`config.mk`:
```
export PLATFORM = sky130hd
export DESIGN_NAME = vec_lane_exec
export DESIGN_NICKNAME = d
export VERILOG_FILES = /design/src/rtl/vle_pkg.sv /design/src/rtl/vle_seq.sv /design/src/rtl/vle_lane.sv /design/src/rtl/vec_lane_exec.sv
export SDC_FILE = /design/constraint.sdc
export NUM_CORES = 1
export LEC_CHECK = 0
export ABC_AREA = 0
export BUFFER_PORTS_ARGS = -buffer_cell sky130_fd_sc_hd__buf_4
export CORE_ASPECT_RATIO = 0.9
export CORE_UTILIZATION = 48
export DETAILED_ROUTE_END_ITERATION = 8
export GPL_ROUTABILITY_DRIVEN = 0
export PLACE_DENSITY = 0.74
export REMOVE_ABC_BUFFERS = 1
export SKIP_LAST_GASP = 1
export SLEW_MARGIN = 20
export SYNTH_ARGS = -nofsm -noshare
export SYNTH_HDL_FRONTEND = slang
export SYNTH_HIERARCHICAL = 1
export SYNTH_SLANG_ARGS = --single-unit
export TNS_END_PERCENT = 1
```
`constraint.sdc`:
```
create_clock -name clk -period 9.7 [get_ports clk]
set_clock_uncertainty 0.15 [all_clocks]
set_input_delay 0.485 -clock clk [delete_from_list [all_inputs] [get_ports clk]]
set_output_delay 0.485 -clock clk [all_outputs]
set_load 0.01 [all_outputs]
```
`src/rtl/vle_pkg.sv`:
```
package vle_pkg;
  typedef enum logic [1:0] {
    MODE_SCALAR   = 2'b00,
    MODE_PLAIN    = 2'b01,
    MODE_WHEN_SET = 2'b10,
    MODE_WHEN_CLR = 2'b11
  } vmode_e;
endpackage

```
`src/rtl/vle_seq.sv`:
```
module vle_seq #(
  parameter int LANES   = 2,
  parameter int MAX_LEN = 16,
  parameter int LEN_W   = $clog2(MAX_LEN + 1),
  parameter int IDX_W   = $clog2(MAX_LEN + LANES)
) (
  input  logic             clk,
  input  logic             rst_n,
  input  logic             start_i,
  input  logic [LEN_W-1:0] maxlen_i,
  output logic             launch_o,
  output logic             busy_o,
  output logic             done_o,
  output logic             first_o,
  output logic [IDX_W-1:0] base_o,
  output logic [LEN_W-1:0] maxlen_o
);
  logic             busy_q, busy_d;
  logic             done_q, done_d;
  logic [IDX_W-1:0] base_q, base_d;
  logic [LEN_W-1:0] maxl_q, maxl_d;
  logic             base_en;
  logic             last;
  logic [IDX_W:0]   next_end;

  assign launch_o = start_i && !busy_q;
  assign next_end = {1'b0, base_q} + (IDX_W+1)'(LANES);
  assign last     = next_end >= (IDX_W+1)'(maxl_q);
  assign base_en  = launch_o || busy_q;

  always_comb begin
    busy_d = busy_q;
    done_d = 1'b0;
    base_d = base_q;
    maxl_d = maxl_q;
    if (launch_o) begin
      busy_d = 1'b1;
      base_d = '0;
      maxl_d = (maxlen_i > LEN_W'(MAX_LEN)) ? LEN_W'(MAX_LEN) : maxlen_i;
    end else if (busy_q) begin
      if (last) begin
        busy_d = 1'b0;
        done_d = 1'b1;
      end else begin
        base_d = next_end[IDX_W-1:0];
      end
    end
  end

  always_ff @(posedge clk or negedge rst_n) begin
    if (!rst_n) begin
      busy_q <= 1'b0;
      done_q <= 1'b0;
    end else begin
      busy_q <= busy_d;
      done_q <= done_d;
    end
  end

  always_ff @(posedge clk or negedge rst_n) begin
    if (!rst_n) begin
      base_q <= '0;
    end else if (base_en) begin
      base_q <= base_d;
    end
  end

  always_ff @(posedge clk or negedge rst_n) begin
    if (!rst_n) begin
      maxl_q <= '0;
    end else if (launch_o) begin
      maxl_q <= maxl_d;
    end
  end

  assign busy_o   = busy_q;
  assign done_o   = done_q;
  assign first_o  = busy_q && (base_q == '0);
  assign base_o   = base_q;
  assign maxlen_o = maxl_q;

  // completion pulse lasts one cycle only
  p_done_single_r7: assert property (@(posedge clk) disable iff (!rst_n)
    done_q |=> !done_q);

  // done follows a busy period and is never raised together with busy
  p_done_after_busy_r7: assert property (@(posedge clk) disable iff (!rst_n)
    $rose(done_q) |-> !busy_q && $past(busy_q));

  // a start during a run neither restarts nor stalls the walk
  p_start_ignored_r9: assert property (@(posedge clk) disable iff (!rst_n)
    (busy_q && start_i && !last) |=> busy_q && (base_q == $past(base_q) + IDX_W'(LANES)));
endmodule

```
`src/rtl/vle_lane.sv`:
```
module vle_lane
  import vle_pkg::*;
#(
  parameter int ELEM_W = 32,
  parameter int LEN_W  = 5,
  parameter int IDX_W  = 5
) (
  input  logic              active_i,
  input  logic [IDX_W-1:0]  idx_i,
  input  logic [LEN_W-1:0]  len_i,
  input  logic [LEN_W-1:0]  maxlen_i,
  input  vmode_e            mode_i,
  input  logic              mask_bit_i,
  input  logic [ELEM_W-1:0] a_i,
  input  logic [ELEM_W-1:0] b_i,
  input  logic [ELEM_W-1:0] scalar_i,
  output logic              we_o,
  output logic [ELEM_W-1:0] data_o
);
  logic [ELEM_W-1:0] sum;
  logic              in_body;

  assign sum     = a_i + b_i;
  assign in_body = idx_i < IDX_W'(len_i);
  assign we_o    = active_i && (idx_i < IDX_W'(maxlen_i));

  always_comb begin
    data_o = '0;
    if (in_body) begin
      unique case (mode_i)
        MODE_SCALAR:   data_o = scalar_i;
        MODE_PLAIN:    data_o = sum;
        MODE_WHEN_SET: data_o = mask_bit_i ? sum : '0;
        MODE_WHEN_CLR: data_o = mask_bit_i ? '0 : sum;
        default:       data_o = '0;
      endcase
    end
  end
endmodule

```
`src/rtl/vec_lane_exec.sv`:
```
module vec_lane_exec
  import vle_pkg::*;
#(
  parameter int LANES   = 2,
  parameter int ELEM_W  = 32,
  parameter int MAX_LEN = 16,
  parameter int LEN_W   = $clog2(MAX_LEN + 1),
  parameter int IDX_W   = $clog2(MAX_LEN + LANES)
) (
  input  logic                    clk,
  input  logic                    rst_n,
  input  logic                    start_i,
  input  logic [LEN_W-1:0]        len_i,
  input  logic [LEN_W-1:0]        maxlen_i,
  input  logic [1:0]              mode_i,
  input  logic [MAX_LEN-1:0]      mask_i,
  output logic [IDX_W-1:0]        elem_base_o,
  input  logic [LANES*ELEM_W-1:0] src_a_i,
  input  logic [LANES*ELEM_W-1:0] src_b_i,
  output logic [LANES-1:0]        wr_en_o,
  output logic [LANES*ELEM_W-1:0] wr_data_o,
  output logic                    busy_o,
  output logic                    done_o
);
  localparam int MI_W = (MAX_LEN > 1) ? $clog2(MAX_LEN) : 1;

  logic             launch, busy, done, first;
  logic [IDX_W-1:0] base;
  logic [LEN_W-1:0] maxl_q;
  logic [LEN_W-1:0] len_q, len_d;
  vmode_e           mode_q;
  logic [MAX_LEN-1:0] mask_q;
  logic [ELEM_W-1:0]  hold_q, scalar_val, lane0_sum;
  logic             hold_en;
  logic [IDX_W-1:0] lane_idx [LANES];
  logic             lane_mbit [LANES];

  vle_seq #(
    .LANES(LANES), .MAX_LEN(MAX_LEN), .LEN_W(LEN_W), .IDX_W(IDX_W)
  ) u_seq (
    .clk(clk), .rst_n(rst_n), .start_i(start_i), .maxlen_i(maxlen_i),
    .launch_o(launch), .busy_o(busy), .done_o(done), .first_o(first),
    .base_o(base), .maxlen_o(maxl_q)
  );

  always_comb begin
    len_d = len_i;
    if (len_d > maxlen_i) len_d = maxlen_i;
    if (len_d > LEN_W'(MAX_LEN)) len_d = LEN_W'(MAX_LEN);
  end

  always_ff @(posedge clk or negedge rst_n) begin
    if (!rst_n) begin
      len_q  <= '0;
      mode_q <= MODE_PLAIN;
      mask_q <= '0;
    end else if (launch) begin
      len_q  <= len_d;
      mode_q <= vmode_e'(mode_i);
      mask_q <= mask_i;
    end
  end

  // scalar result is taken from element 0 in the first group and held,
  // so an in-place destination cannot corrupt it
  assign lane0_sum  = src_a_i[ELEM_W-1:0] + src_b_i[ELEM_W-1:0];
  assign hold_en    = first;
  assign scalar_val = first ? lane0_sum : hold_q;

  always_ff @(posedge clk or negedge rst_n) begin
    if (!rst_n) begin
      hold_q <= '0;
    end else if (hold_en) begin
      hold_q <= lane0_sum;
    end
  end

  for (genvar l = 0; l < LANES; l++) begin : g_lane
    assign lane_idx[l]  = base + IDX_W'(l);
    assign lane_mbit[l] = (lane_idx[l] < IDX_W'(MAX_LEN)) ? mask_q[lane_idx[l][MI_W-1:0]] : 1'b0;

    vle_lane #(.ELEM_W(ELEM_W), .LEN_W(LEN_W), .IDX_W(IDX_W)) u_lane (
      .active_i  (busy),
      .idx_i     (lane_idx[l]),
      .len_i     (len_q),
      .maxlen_i  (maxl_q),
      .mode_i    (mode_q),
      .mask_bit_i(lane_mbit[l]),
      .a_i       (src_a_i[l*ELEM_W +: ELEM_W]),
      .b_i       (src_b_i[l*ELEM_W +: ELEM_W]),
      .scalar_i  (scalar_val),
      .we_o      (wr_en_o[l]),
      .data_o    (wr_data_o[l*ELEM_W +: ELEM_W])
    );

    // tail elements carry zero
    p_tail_zero_r5: assert property (@(posedge clk) disable iff (!rst_n)
      (wr_en_o[l] && lane_idx[l] >= IDX_W'(len_q)) |-> (wr_data_o[l*ELEM_W +: ELEM_W] == '0));

    // no write beyond the register maximum length
    p_wr_bound_r5: assert property (@(posedge clk) disable iff (!rst_n)
      wr_en_o[l] |-> (lane_idx[l] < IDX_W'(maxl_q)));

    // masked-off element in set-mode carries zero
    p_maskoff_r3: assert property (@(posedge clk) disable iff (!rst_n)
      (wr_en_o[l] && mode_q == MODE_WHEN_SET && !lane_mbit[l])
        |-> (wr_data_o[l*ELEM_W +: ELEM_W] == '0));
  end

  // writes only happen during a run
  p_write_needs_busy_r11: assert property (@(posedge clk) disable iff (!rst_n)
    (|wr_en_o) |-> busy);

  assign elem_base_o = base;
  assign busy_o      = busy;
  assign done_o      = done;
endmodule

```
# Word level (Yosys, flattened, before mapping)
# Index checks and enable logic that the tools add are counted.
# op_classes
add_sub_neg	4
n_mux	27
eq_ne	4
reduce_logical	10
n_lt_le_gt_ge	12
# ops
operator	count
one-hot mux 32 bit (4 select lines)	2
2-to-1 mux 32 bit	7
adder 32 bit	2
2-to-1 mux 5 bit	6
less-than comparator 5 bit	4
> comparator 5 bit, second input constant	2
less-than comparator 4 x 5 -> 1 bit, second input constant	2
less-than comparator 5 bit, second input constant	2
2-to-1 mux 1 bit	10
binary-select mux 1 bit (select 4 bit)	2
adder 5 x 2 -> 6 bit, second input constant	1
>= comparator 6 x 5 -> 1 bit	1
adder 5 x 1 -> 5 bit, second input constant	1
> comparator 5 bit	1
zero test 5 bit	1
equality test 2 bit, second input constant	2
logical AND 1 bit	4
AND reduction 3 bit	1
equality test 2 x 1 -> 1 bit, second input constant	1
zero test 2 bit	1
!= test 2 x 1 -> 1 bit, second input constant	1
nonzero test 2 bit	1
zero test 1 bit	1
logical OR 1 bit	1
# totals
input_bits	159
reg_bits	67
output_inout_bits	73

# Logic depth before layout (Yosys ltp)
# Gate-level depths: netlist (run 1).
# logic_depth
depth_word	7
ltp_mapped	14
depth_no_buf	14

# Hierarchy
# Netlist (run 1), hierarchy kept.
# modules_own_cells
mod	cells_each	instances	area_per_inst_um2
vle_lane	343	2	2364.8
vec_lane_exec	452	1	4433.0
vle_seq	62	1	630.6

# Worst setup path before layout (run 1)
# Ideal clock, no wire load.
# synth_timing
path_type	reg2out
start	reg u_seq.base_q[1] (netlist: u_seq/base_o[1])
end	out wr_data_o[42]
required_ns	9.065
stages_incl_launch_ff	11
path_slack_ns	5.973
arrival_ns	3.092
path_cell_list	dfrtp_1 ha_1 mux4_2 nor2b_1 a211oi_1 a211oi_1 nand2_1 xnor2_1 o211a_1 clkbuf_1 a32o_1
# synth_rtl
item	line_no	rtl
start: declaration	vle_seq.sv:20	logic [IDX_W-1:0] base_q, base_d;
start signal: assignment	vle_seq.sv:64	base_q <= base_d;
end: declaration	vec_lane_exec.sv:21	output logic [LANES*ELEM_W-1:0] wr_data_o,

==> results of run 1 <==
registers in the layout (all words and copies together) (netlist names):
register / flops
u_seq/busy_o: 1
u_seq/base_o: 4
mask_q: 16
u_seq/done_o: 1
mode_q: 2
u_seq/maxlen_o: 5
len_q: 5
hold_q: 32
kinds of logic (layout without fill, tap and decap cells):
family	Yosys count	count (layout)	synth area share, %
AO/OA/AOI/OAI	416	416	29.5
XOR/XNOR	90	90	8.05
adder cells (fa/ha/maj)	123	123	15.9
buffers and inverters	120	308	4.96
flip-flops	66	66	16.9
multiplexers	66	66	8.50
other	1	1	0.0383
AND/OR/NAND/NOR	318	318	16.1
synthesized netlist by cell type (all sizes together) (4+ instances only):
master | n | share of area, %
a211oi | 18 | 1.5
a21boi | 14 | 1.1
a21o | 46 | 3.5
a21oi | 114 | 5.9
a221o | 4 | 0.41
a221oi | 6 | 0.66
a22o | 36 | 3.2
a22oi | 19 | 1.5
a31oi | 15 | 0.96
and2 | 11 | 0.80
and3 | 6 | 0.38
and4 | 5 | 0.50
buf | 10 | 0.73
clkbuf | 48 | 1.9
dfrtp | 65 | 17
ha | 120 | 15
inv | 61 | 2.3
mux2 | 44 | 5.1
mux2i | 13 | 1.3
mux4 | 9 | 2.1
nand2 | 86 | 3.3
nand2b | 10 | 0.64
nand3 | 18 | 0.92
nand3b | 4 | 0.31
nand4 | 26 | 1.8
nor2 | 89 | 3.4
nor2b | 11 | 0.70
nor3 | 25 | 1.3
nor4 | 4 | 0.26
o211a | 4 | 0.41
o211ai | 14 | 1.2
o21a | 7 | 0.54
o21ai | 64 | 3.3
o21bai | 10 | 0.77
o221ai | 4 | 0.36
o22ai | 6 | 0.38
o31a | 5 | 0.45
o31ai | 6 | 0.84
or2 | 5 | 0.32
or3 | 5 | 0.37
xnor2 | 59 | 5.3
xor2 | 31 | 2.8
cell type report:
class,instances,area [um2]
timing repair buffer,231,1730
tap,255,319
fill,1832,8070
multi-input combinational,1014,7680
clock buffer,11,243
clock inverter,4,52.6
sequential,66,1650
inverter,62,233
per-layer routing:
metal / global-route usage (%) / share of wire (%) / up-vias
met5: 0 / 0 / -
met4: 8.02 / 2.4 / 0
met3: 4.25 / 7.7 / 51
met2: 47.3 / 45 / 470
met1: 40.4 / 45 / 4748
li1: - / - / 4872
stage by stage:
stage	area, um2	setup WS, ns
final	11900	4.83
after global placement	11600	5.30
after global routing	11900	4.54
after CTS	11900	4.84
after floorplan	9540	5.50
after detailed placement	11600	5.19
how the worst max path moves through the flow:
| stage | from | end | slack, ns | cells past startpoint |
|---|---|---|---|---|
| 6_report | u_seq/base_o[1]$_DFFE_PN0P_ | wr_data_o[58] | 4.83 | 12 |
| 5_1_grt | u_seq/base_o[1]$_DFFE_PN0P_ | wr_data_o[58] | 4.54 | 12 |
| 4_1_cts | u_seq/base_o[1]$_DFFE_PN0P_ | wr_data_o[58] | 4.84 | 12 |
| 3_5_place_dp | u_seq/base_o[1]$_DFFE_PN0P_ | wr_data_o[58] | 5.19 | 12 |
| 3_3_place_gp | u_seq/base_o[1]$_DFFE_PN0P_ | wr_data_o[58] | 5.30 | 12 |
| 2_1_floorplan | u_seq/base_o[1]$_DFFE_PN0P_ | wr_data_o[58] | 5.50 | 8 |
power by group:
group	internal, mW	total [mW]	switching, mW
Combinational	1.26	2.74	1.48
Clock	0.205	0.324	0.119
Sequential	0.417	0.537	0.120
Total	1.88	3.60	1.72
cells in the final DEF, fill, tap and decap left out, drive strengths merged, types with 19 or more instances in the layout:
master / synthesis / layout
a22o: 36 / 36
xor2: 31 / 31
nor3: 25 / 25
o21ai: 64 / 64
buf: 10 / 231
mux2: 44 / 44
a21oi: 114 / 114
nand4: 26 / 26
dfrtp: 65 / 65
a21o: 46 / 46
a22oi: 19 / 19
ha: 120 / 120
nand2: 86 / 86
xnor2: 59 / 59
inv: 61 / 60
nor2: 89 / 89
==> flow_summary_export.csv, run 1 <==
group,metric,value,unit
critical_path,required,9.07,ns
clock_tree,clk_latency,0.33,ns
critical_path,rrSetupSlack,6.59,ns
hold_path,min_path_type,"input pin to asynchronous set/reset pin",
floorplanning,io_pins,232,
critical_path,cp_top_family,"compound AO/OA/AOI/OAI gates",
grt,grt_max_degree,67,
placed_design,port_buffers,230,
critical_path,cp_cell_sequence,"ha_1 > mux4_2 > nor2b_1 > a211oi_1 > a211oi_1 > nand2_1 > xnor2_1 > o211a_1 > and4_1 > a221oi_1 > nand2_1 > buf_4",
power,ir_drop,0.183,mV
grt,grt_pass1_wl,48.7,mm
clock_tree,tritoncts,"done",
clock_tree,clockBufferDepth,2,
logic_synthesis,synth-warning-count,6,
floorplanning,initial_utilization,49.0,%
critical_path,crit_type,"flop to primary output",
logic_synthesis,synth.avg_cell_area,8.16,um2
finish,final_nets,1666,
drt,viasPerCell,6.17,
logic_synthesis,netlist-cell-type-count,83,
floorplanning,die_area,21000,um2
floorplanning,die_w,153,um
critical_path,rr_startpoint,"u_seq/base_o[1]$_DFFE_PN0P_",
finish,n_antenna_cell,0,
clock_tree,postCtsSetupBuffers,0,
clock_tree,cts.sinks,66,
sta,hold_viol_final,0,
drt,first_pass_iters,9,
critical_path,max_stage_delay,0.70,ns
critical_path,worstPathMaxFanout,22,
drt,dr_total_vias,10141,
critical_path,rr_worst_depth,7,
logic_synthesis,ys_seq_area_share,16.9,%
clock_tree,path_clk_slew,0.06,ns
floorplanning,die_height,138,um
grt,grt_antenna_before_repair,0,
sta,layout_min_cycle_time,4.87,ns
logic_synthesis,synth_ff_type,"dfrtp_1",
floorplanning,row_count,49,
power,powerDensity,302,nW/um2
clock_tree,postCtsHoldBufs,0,
drt,drc,10,
logic_synthesis,synthArstFlopShare,100,%
critical_path,path_buf_inv,1,
sta,worst_pin_slew,1.10,ns
logic_synthesis,netlist_instances,1200,
power,design_power_total,3.60,mW
critical_path,critPathCaptureType,"primary output",
status,status,"finished, violations left",
clock_tree,cts_buffers,9,
sta,slew_violations,0,
sta,fmax,0.205,GHz
sta,final-setup-viol-count,0,
finish,post-route-util,59.6,%
logic_synthesis,ys_seq_elements,66,
grt,global_route.overflow_total,0,
drt,drt_wl_total,31.1,mm
status,violations,"DRC",
placed_design,dpl.hpwl,25.9,mm
sta,slew_headroom,26.0,%
grt,grt_usage,29.1,%
critical_path,cp_slowest_cell,"o211a_1",
power,p_leak,5.58,nW
critical_path,critPathLaunchType,"flop",
drt,wl_per_cell,19.0,um
flow_run,maxCapViolCount,0,
clock_tree,cts-resized-gates,0,
grt,grt_pass1_vias,9318,
finish,final_layout_size_suffix_gt1_share,24.1,%
logic_synthesis,synth-edff-count,0,
critical_path,cp.arrival,4.24,ns
floorplanning,core,20000,um2
sta,setup_tns,0,ns
finish,syn2layout_area_growth,21.7,%
clock_tree,htreeDepth,3,
sta,hold_ws,0.125,ns
clock_tree,clockRootBuffer,"clkbuf_16",
placed_design,placedCellCount,1628,
sta,rsz0062_at_grt,"false",
drt,postRouteAntennaNets,0,
critical_path,rr_endpoint,"hold_q[29]$_DFF_PN0_",
drt,drt_iter0_drc,875,
sta,finalCritPeriodShare,50.2,%
finish,finalNonFillerCells,1643,
logic_synthesis,netlist_area,9790,um2
Power figures use the tool's default switching activity.
==> run 2, diff against run 1 <==
--- a/config.mk
+++ b/config.mk
@@ -5,13 +5,13 @@
 export SDC_FILE = /design/constraint.sdc
 export NUM_CORES = 1
 export LEC_CHECK = 0
-export ABC_AREA = 0
+export ABC_AREA = 1
 export BUFFER_PORTS_ARGS = -buffer_cell sky130_fd_sc_hd__buf_4
 export CORE_ASPECT_RATIO = 0.9
 export CORE_UTILIZATION = 48
 export DETAILED_ROUTE_END_ITERATION = 8
 export GPL_ROUTABILITY_DRIVEN = 0
-export PLACE_DENSITY = 0.74
+export PLACE_DENSITY = 0.75
 export REMOVE_ABC_BUFFERS = 1
 export SKIP_LAST_GASP = 1
 export SLEW_MARGIN = 20
==> constraint.sdc (replaced) <==
create_clock -name clk -period 3.98 [get_ports clk]
set_clock_uncertainty 0.15 [all_clocks]
set_input_delay 0.199 -clock clk [delete_from_list [all_inputs] [get_ports clk]]
set_output_delay 0.199 -clock clk [all_outputs]
set_load 0.01 [all_outputs]
==> run 2 against run 1 <==
Net effect: the flow now finishes without violations; flip-flop and latch count did not move; count of clock-buffer cells in the layout fell by 1; die area rose by 21%; register-to-register slack got worse by 5.0 ns; highest routed layer unchanged; synthesized cell count rose by 78%; total power rose by 130%; combinational power rose by 130%; sequential share of layout area fell by 2.4 points.
==> flow_summary_export.csv, run 2 <==
group,metric,value,unit
sta,hold_viol_final,0,
sta,setup_ws,0.332,ns
critical_path,crit_type,"flop to primary output",
sta,hold_ws,0.0109,ns
finish,final_cell_mix,"786 x nand2_1, 382 x inv_1, 236 x buf_4",
logic_synthesis,synthTopCellsByArea,"nand2_1 25%, dfrtp_1 14%, ha_1 13%, inv_1 12%, a21oi_1 6.5%",
finish,largest-register,"hold_q",
grt,grt_pass1_wl,61.4,mm
sta,layout_min_cycle_time,3.65,ns
clock_tree,clockBufferDepth,2,
finish,n_antenna_cell,0,
power,ir_drop,0.421,mV
critical_path,cp.arrival,3.30,ns
floorplanning,core,24300,um2
critical_path,max_stage_delay,0.65,ns
finish,reg_top3,"hold_q x32, mask_q x16",
grt,global_route.overflow_total,0,
power,powerDensity,577,nW/um2
hold_path,min_path_type,"input pin to flop",
drt,wl_per_cell,14.6,um
finish,final_nets,2648,
clock_tree,cts_buffers,9,
flow_run,maxCapViolCount,0,
clock_tree,clockRootBuffer,"clkbuf_16",
logic_synthesis,ys_seq_area_share,13.9,%
critical_path,path_buf_inv,4,
drt,drc,0,
floorplanning,die_area,25500,um2
status,status,"complete, no violations",
clock_tree,path_clk_slew,0.07,ns
drt,viasPerCell,5.27,
floorplanning,io_pins,232,
placed_design,postPlaceCellArea,13900,um2
finish,post-route-util,59.5,%
critical_path,worstPathMaxFanout,20,
logic_synthesis,ys_seq_elements,66,
grt,grt_pass1_vias,12749,
logic_synthesis,netlist_instances,2132,
sta,final-setup-viol-count,0,
finish,finalNonFillerCells,2679,
critical_path,cp_cell_sequence,"xor2_1 > inv_1 > nand3_1 > nand3_1 > a21oi_1 > a21o_1 > nand2_1 > inv_1 > buf_4 > o21ai_0 > a21o_1 > a21oi_1 > buf_4",
sta,slew_violations,0,
finish,final_common_cell,"nand2_1",
logic_synthesis,synth_largest_area_cell,"nand2_1",
sta,rsz0062_at_grt,"false",
placed_design,pre_cts_slack,0.564,ns
power,design_power_total,8.35,mW
finish,largest_register_ffs,32,
sta,finalCritPeriodShare,91.7,%
logic_synthesis,synth.avg_cell_area,5.59,um2
sta,setup_tns,0,ns
clock_tree,tritoncts,"done",
floorplanning,die_w,168,um
placed_design,dpl.hpwl,32.7,mm
floorplanning,initial_utilization,49.0,%
logic_synthesis,netlist-cell-type-count,41,
clock_tree,clk_latency,0.34,ns
floorplanning,row_count,54,
logic_synthesis,synth_ff_type,"dfrtp_1",
grt,grt_max_degree,67,
critical_path,critPathLaunchType,"flop",
drt,first_pass_iters,6,
placed_design,port_buffers,230,
logic_synthesis,synthTopCellsByCount,"786 x nand2_1, 383 x inv_1, 154 x a21oi_1",
power,p_leak,8.49,nW
clock_tree,cts.sinks,66,
finish,final_layout_size_suffix_gt1_share,18.3,%
drt,dr_total_vias,14119,
grt,grt_antenna_before_repair,0,
sta,worst_pin_slew,1.02,ns
critical_path,cp_slowest_cell,"dfrtp_1",
drt,drt_wl_total,39.1,mm
grt,grt_usage,30.2,%
floorplanning,die_height,152,um
critical_path,required,3.63,ns
drt,postRouteAntennaNets,0,
logic_synthesis,synth-warning-count,6,
finish,stdcell_area,14500,um2
placed_design,placedCellCount,2643,
critical_path,critPathCaptureType,"primary output",
logic_synthesis,netlist_area,11900,um2
logic_synthesis,yosysTopAreaCellShare,24.7,%
critical_path,cp_top_family,"compound AO/OA/AOI/OAI gates",
logic_synthesis,yosysMostFrequentCell,"nand2_1",
finish,syn2layout_area_growth,21.4,%
sta,fmax,0.274,GHz
logic_synthesis,synth-edff-count,0,
logic_synthesis,synthArstFlopShare,100,%
drt,drt_iter0_drc,1418,
sta,slew_headroom,32.0,%
clock_tree,htreeDepth,3,
==> run 2: repair_timing <==
action / CTS / global route
endpoints found under the hold margin: 84 / 0
buffers inserted: 0 / 0
setup endpoints to repair: 0 / 12
resized for setup: 0 / 2
hold buffers: 20 / 0
==> run 2: where the power goes <==
group / switching, mW / internal [mW]
Sequential: 0.252 / 1.00
Combinational: 3.86 / 2.38
Clock: 0.300 / 0.550
Total: 4.41 / 3.93
==> run 2: area by class of cell <==
class	instances	area (um2)
Timing Repair Buffer	256	1970
Tap cell	308	385
Fill cell	2438	9850
Clock inverter	6	92.6
Clock buffer	10	229
Inverter	410	1540
Multi-Input combinational cell	1623	8600
Sequential cell	66	1650
==> run 2: logic make-up after synthesis <==
logic type / after synthesis / synth area share, %
compound gates: 276 / 12.8
xor+xnor: 22 / 1.62
fa+ha+maj: 123 / 13.1
buf+inv: 443 / 14.2
flops: 66 / 13.9
other cells: 1 / 0.0315
simple gates: 1201 / 44.5
==> run 2: worst reg2reg max path: stages, from the launching register on <==
cell	delay [ns]
dfrtp_1	0.56
nor2_1	0.16
nand2_1	0.07
nor3_2	0.25
buf_4	0.35
nand2_1	0.09
o21ai_0	0.59
==> run 2: path summary, 6_finish.rpt <==
kind,cells past startpoint,from,end,slack [ns]
worst min-delay path,3,maxlen_i[1],u_seq/maxlen_o[1]$_DFFE_PN0P_,0.01
worst max register to register,6,u_seq/base_o[2]$_DFFE_PN0P_,hold_q[2]$_DFF_PN0_,1.57
worst min register to register,2,hold_q[16]$_DFF_PN0_,hold_q[16]$_DFF_PN0_,0.34
worst max-delay path,13,u_seq/base_o[2]$_DFFE_PN0P_,wr_data_o[35],0.33
max in group asynchronous,2,rst_n,hold_q[26]$_DFF_PN0_,2.75
min in group asynchronous,2,rst_n,u_seq/base_o[3]$_DFFE_PN0P_,0.35
==> run 2: metal layers <==
| layer | global-route usage [%] | routed length, um | vias up |
|---|---|---|---|
| met5 | 0 | 0 | - |
| met4 | 11.0 | 1190 | 0 |
| met3 | 3.12 | 3380 | 80 |
| met2 | 49.3 | 16900 | 689 |
| met1 | 41.5 | 17600 | 6236 |
| li1 | - | - | 7114 |
==> run 3, diff against run 2 <==
--- a/config.mk
+++ b/config.mk
@@ -5,13 +5,12 @@
 export SDC_FILE = /design/constraint.sdc
 export NUM_CORES = 1
 export LEC_CHECK = 0
-export ABC_AREA = 1
 export BUFFER_PORTS_ARGS = -buffer_cell sky130_fd_sc_hd__buf_4
 export CORE_ASPECT_RATIO = 0.9
 export CORE_UTILIZATION = 48
 export DETAILED_ROUTE_END_ITERATION = 8
 export GPL_ROUTABILITY_DRIVEN = 0
-export PLACE_DENSITY = 0.75
+export PLACE_DENSITY = 0.76
 export REMOVE_ABC_BUFFERS = 1
 export SKIP_LAST_GASP = 1
 export SLEW_MARGIN = 20
==> run 3 against run 2 <==
Net effect: the run now ends with DRC left; count of clock-buffer cells in the layout did not move; design area fell by 15%; worst hold slack improved by 0.0069 ns; final cell count fell by 37%; critical path depth is 3 higher; register-to-register slack got worse by 0.49 ns; total power up 9.5%; non-clock buffer count rose by 12; sequential power about the same; first-iteration DRC count down 43%; flip-flop and latch count is the same; routed wire length decreased by 19%; largest cell class unchanged.
==> flow_summary_export.csv, run 3 (synthesis results as in run 1) <==
group,metric,value,unit
status,status,"finished, violations left",
status,violations,"DRC",
sta,hold_ws,0.0177,ns
floorplanning,die_area,21000,um2
critical_path,required,3.63,ns
drt,postRouteAntennaNets,0,
sta,slew_headroom,38.5,%
sta,hold_viol_final,0,
sta,setup_tns,0,ns
finish,post-route-util,61.5,%
drt,wl_per_cell,18.9,um
finish,n_antenna_cell,0,
sta,final-setup-viol-count,0,
flow_run,maxCapViolCount,0,
sta,finalCritPeriodShare,92.6,%
clock_tree,tritoncts,"done",
clock_tree,path_clk_slew,0.06,ns
finish,final_layout_size_suffix_gt1_share,24.3,%
finish,final_cell_mix,"242 x buf_4, 120 x ha_1, 113 x a21oi_1",
grt,grt_max_degree,67,
placed_design,dpl.hpwl,25.7,mm
sta,layout_min_cycle_time,3.69,ns
grt,grt_antenna_before_repair,0,
grt,grt_pass1_wl,49.9,mm
finish,stdcell_area,12300,um2
hold_path,hold_depth,3,
floorplanning,die_w,153,um
sta,slew_violations,0,
clock_tree,postCtsSetupBuffers,0,
placed_design,pre_cts_slack,0.372,ns
hold_path,min_path_type,"input pin to flop",
grt,global_route.overflow_total,0,
critical_path,crit_type,"input pin to primary output",
clock_tree,cts_buffers,9,
placed_design,postPlaceCellArea,11700,um2
floorplanning,row_count,49,
floorplanning,initial_utilization,49.0,%
critical_path,critPathLaunchType,"input pin",
critical_path,rr_endpoint,"u_seq/base_o[4]$_DFFE_PN0P_",
finish,multi_input_area,7670,um2
clock_tree,clockRootBuffer,"clkbuf_16",
floorplanning,die_height,138,um
finish,final_common_cell,"buf_4",
grt,grt_usage,30.0,%
finish,seqCellArea,1650,um2
clock_tree,cts-resized-gates,0,
critical_path,rr_worst_depth,7,
finish,largest-register,"hold_q",
hold_path,min_from,"len_i[2]",
power,powerDensity,744,nW/um2
sta,worst_pin_slew,0.923,ns
grt,grt_pass1_vias,9626,
critical_path,rr_startpoint,"u_seq/base_o[3]$_DFFE_PN0P_",
clock_tree,htreeDepth,3,
sta,rsz0062_at_grt,"false",
critical_path,rrSetupSlack,1.08,ns
power,ir_drop,0.484,mV
critical_path,worstPathMaxFanout,5,
floorplanning,core,20000,um2
drt,viasPerCell,6.13,
drt,drc,8,
finish,largest_register_ffs,32,
sta,setup_ws,0.293,ns
clock_tree,clk_latency,0.34,ns
hold_path,hold_path_end,"len_q[2]$_DFFE_PN0P_",
drt,drt_iter0_drc,803,
drt,dr_total_vias,10297,
finish,final_nets,1703,
clock_tree,cts.sinks,66,
critical_path,cp.arrival,3.34,ns
clock_tree,clockBufferDepth,2,
finish,syn2layout_area_growth,25.5,%
finish,n_fill_cell,1764,
power,p_leak,5.76,nW
floorplanning,io_pins,232,
drt,first_pass_iters,8,
drt,drt_wl_total,31.7,mm
critical_path,critPathCaptureType,"primary output",
sta,fmax,0.271,GHz
finish,reg_top3,"hold_q x32, mask_q x16",
placed_design,port_buffers,230,
run 3: cell types whose count changed in the layout (fill, tap and decap cells not counted), moves of 20 or more:
cell	change
xnor2_1	+44
nand2_2	-66
inv_1	-321
nand3_2	-22
mux2_2	+43
a21o_1	+36
nand3_1	-106
a22o_1	+36
inv_2	-28
xor2_1	+24
a21oi_1	-41
nor2_2	-20
nand2_1	-700
run 3: routing by layer:
layer	GRT usage [%]	share of wire [%]	vias to the layer above
li1	-	-	4941
met1	41.3	44	4820
met2	47.6	45	469
met3	4.34	7.9	67
met4	11.3	3.1	0
met5	0	0	-
run 3: power by group:
| part | internal [mW] | total, mW | switching [mW] |
|---|---|---|---|
| registers | 1.02 | 1.28 | 0.261 |
| clock network | 0.575 | 0.916 | 0.341 |
| logic | 3.22 | 6.95 | 3.72 |
| total | 4.81 | 9.14 | 4.33 |
run 3: how the worst max path moves through the flow:
stage | start | to | cells past startpoint
floorplan | u_seq/base_o[1]$_DFFE_PN0P_ | wr_data_o[58] | 8
global placement | src_a_i[0] | wr_data_o[62] | 16
detailed placement | src_a_i[0] | wr_data_o[62] | 16
CTS | u_seq/base_o[1]$_DFFE_PN0P_ | wr_data_o[45] | 11
global route | u_seq/base_o[1]$_DFFE_PN0P_ | wr_data_o[45] | 11
finish | src_a_i[0] | wr_data_o[62] | 16
run 3: cell type report:
class                           instances  area share [%]
Inverter                               62            1.89
Clock buffer                           10            1.94
Sequential cell                        66            13.5
Clock inverter                          6           0.784
Timing Repair Buffer                  268            16.9
Multi-Input combinational cell       1014            62.4
Tap cell                              255            2.60
run 3: metrics by stage:
stage / power (mW) / std cells
floorplan: 5.13 / 1142
global placement: 8.03 / 1639
detailed placement: 8.15 / 1639
CTS: 9.11 / 1681
global route: 9.75 / 1681
finish: 9.14 / 1681
run 3: what timing repair did:
item / CTS / global route
setup endpoints to repair: 0 / 0
endpoints found under the hold margin: 90 / 0
hold buffers: 26 / 0
run 3: critical path, cell delays in order:
cell and delay (ns):
buf_4 0.12, ha_1 0.22, fa_1 0.43, a21oi_1 0.26
o211ai_1 0.16, nand2_1 0.18, o21ai_1 0.17, a31oi_1 0.30
xnor2_1 0.20, mux2_2 0.26, nand2_1 0.08, nand2_1 0.11
nor2_1 0.04, a221o_1 0.31, nor3_1 0.14, buf_4 0.15
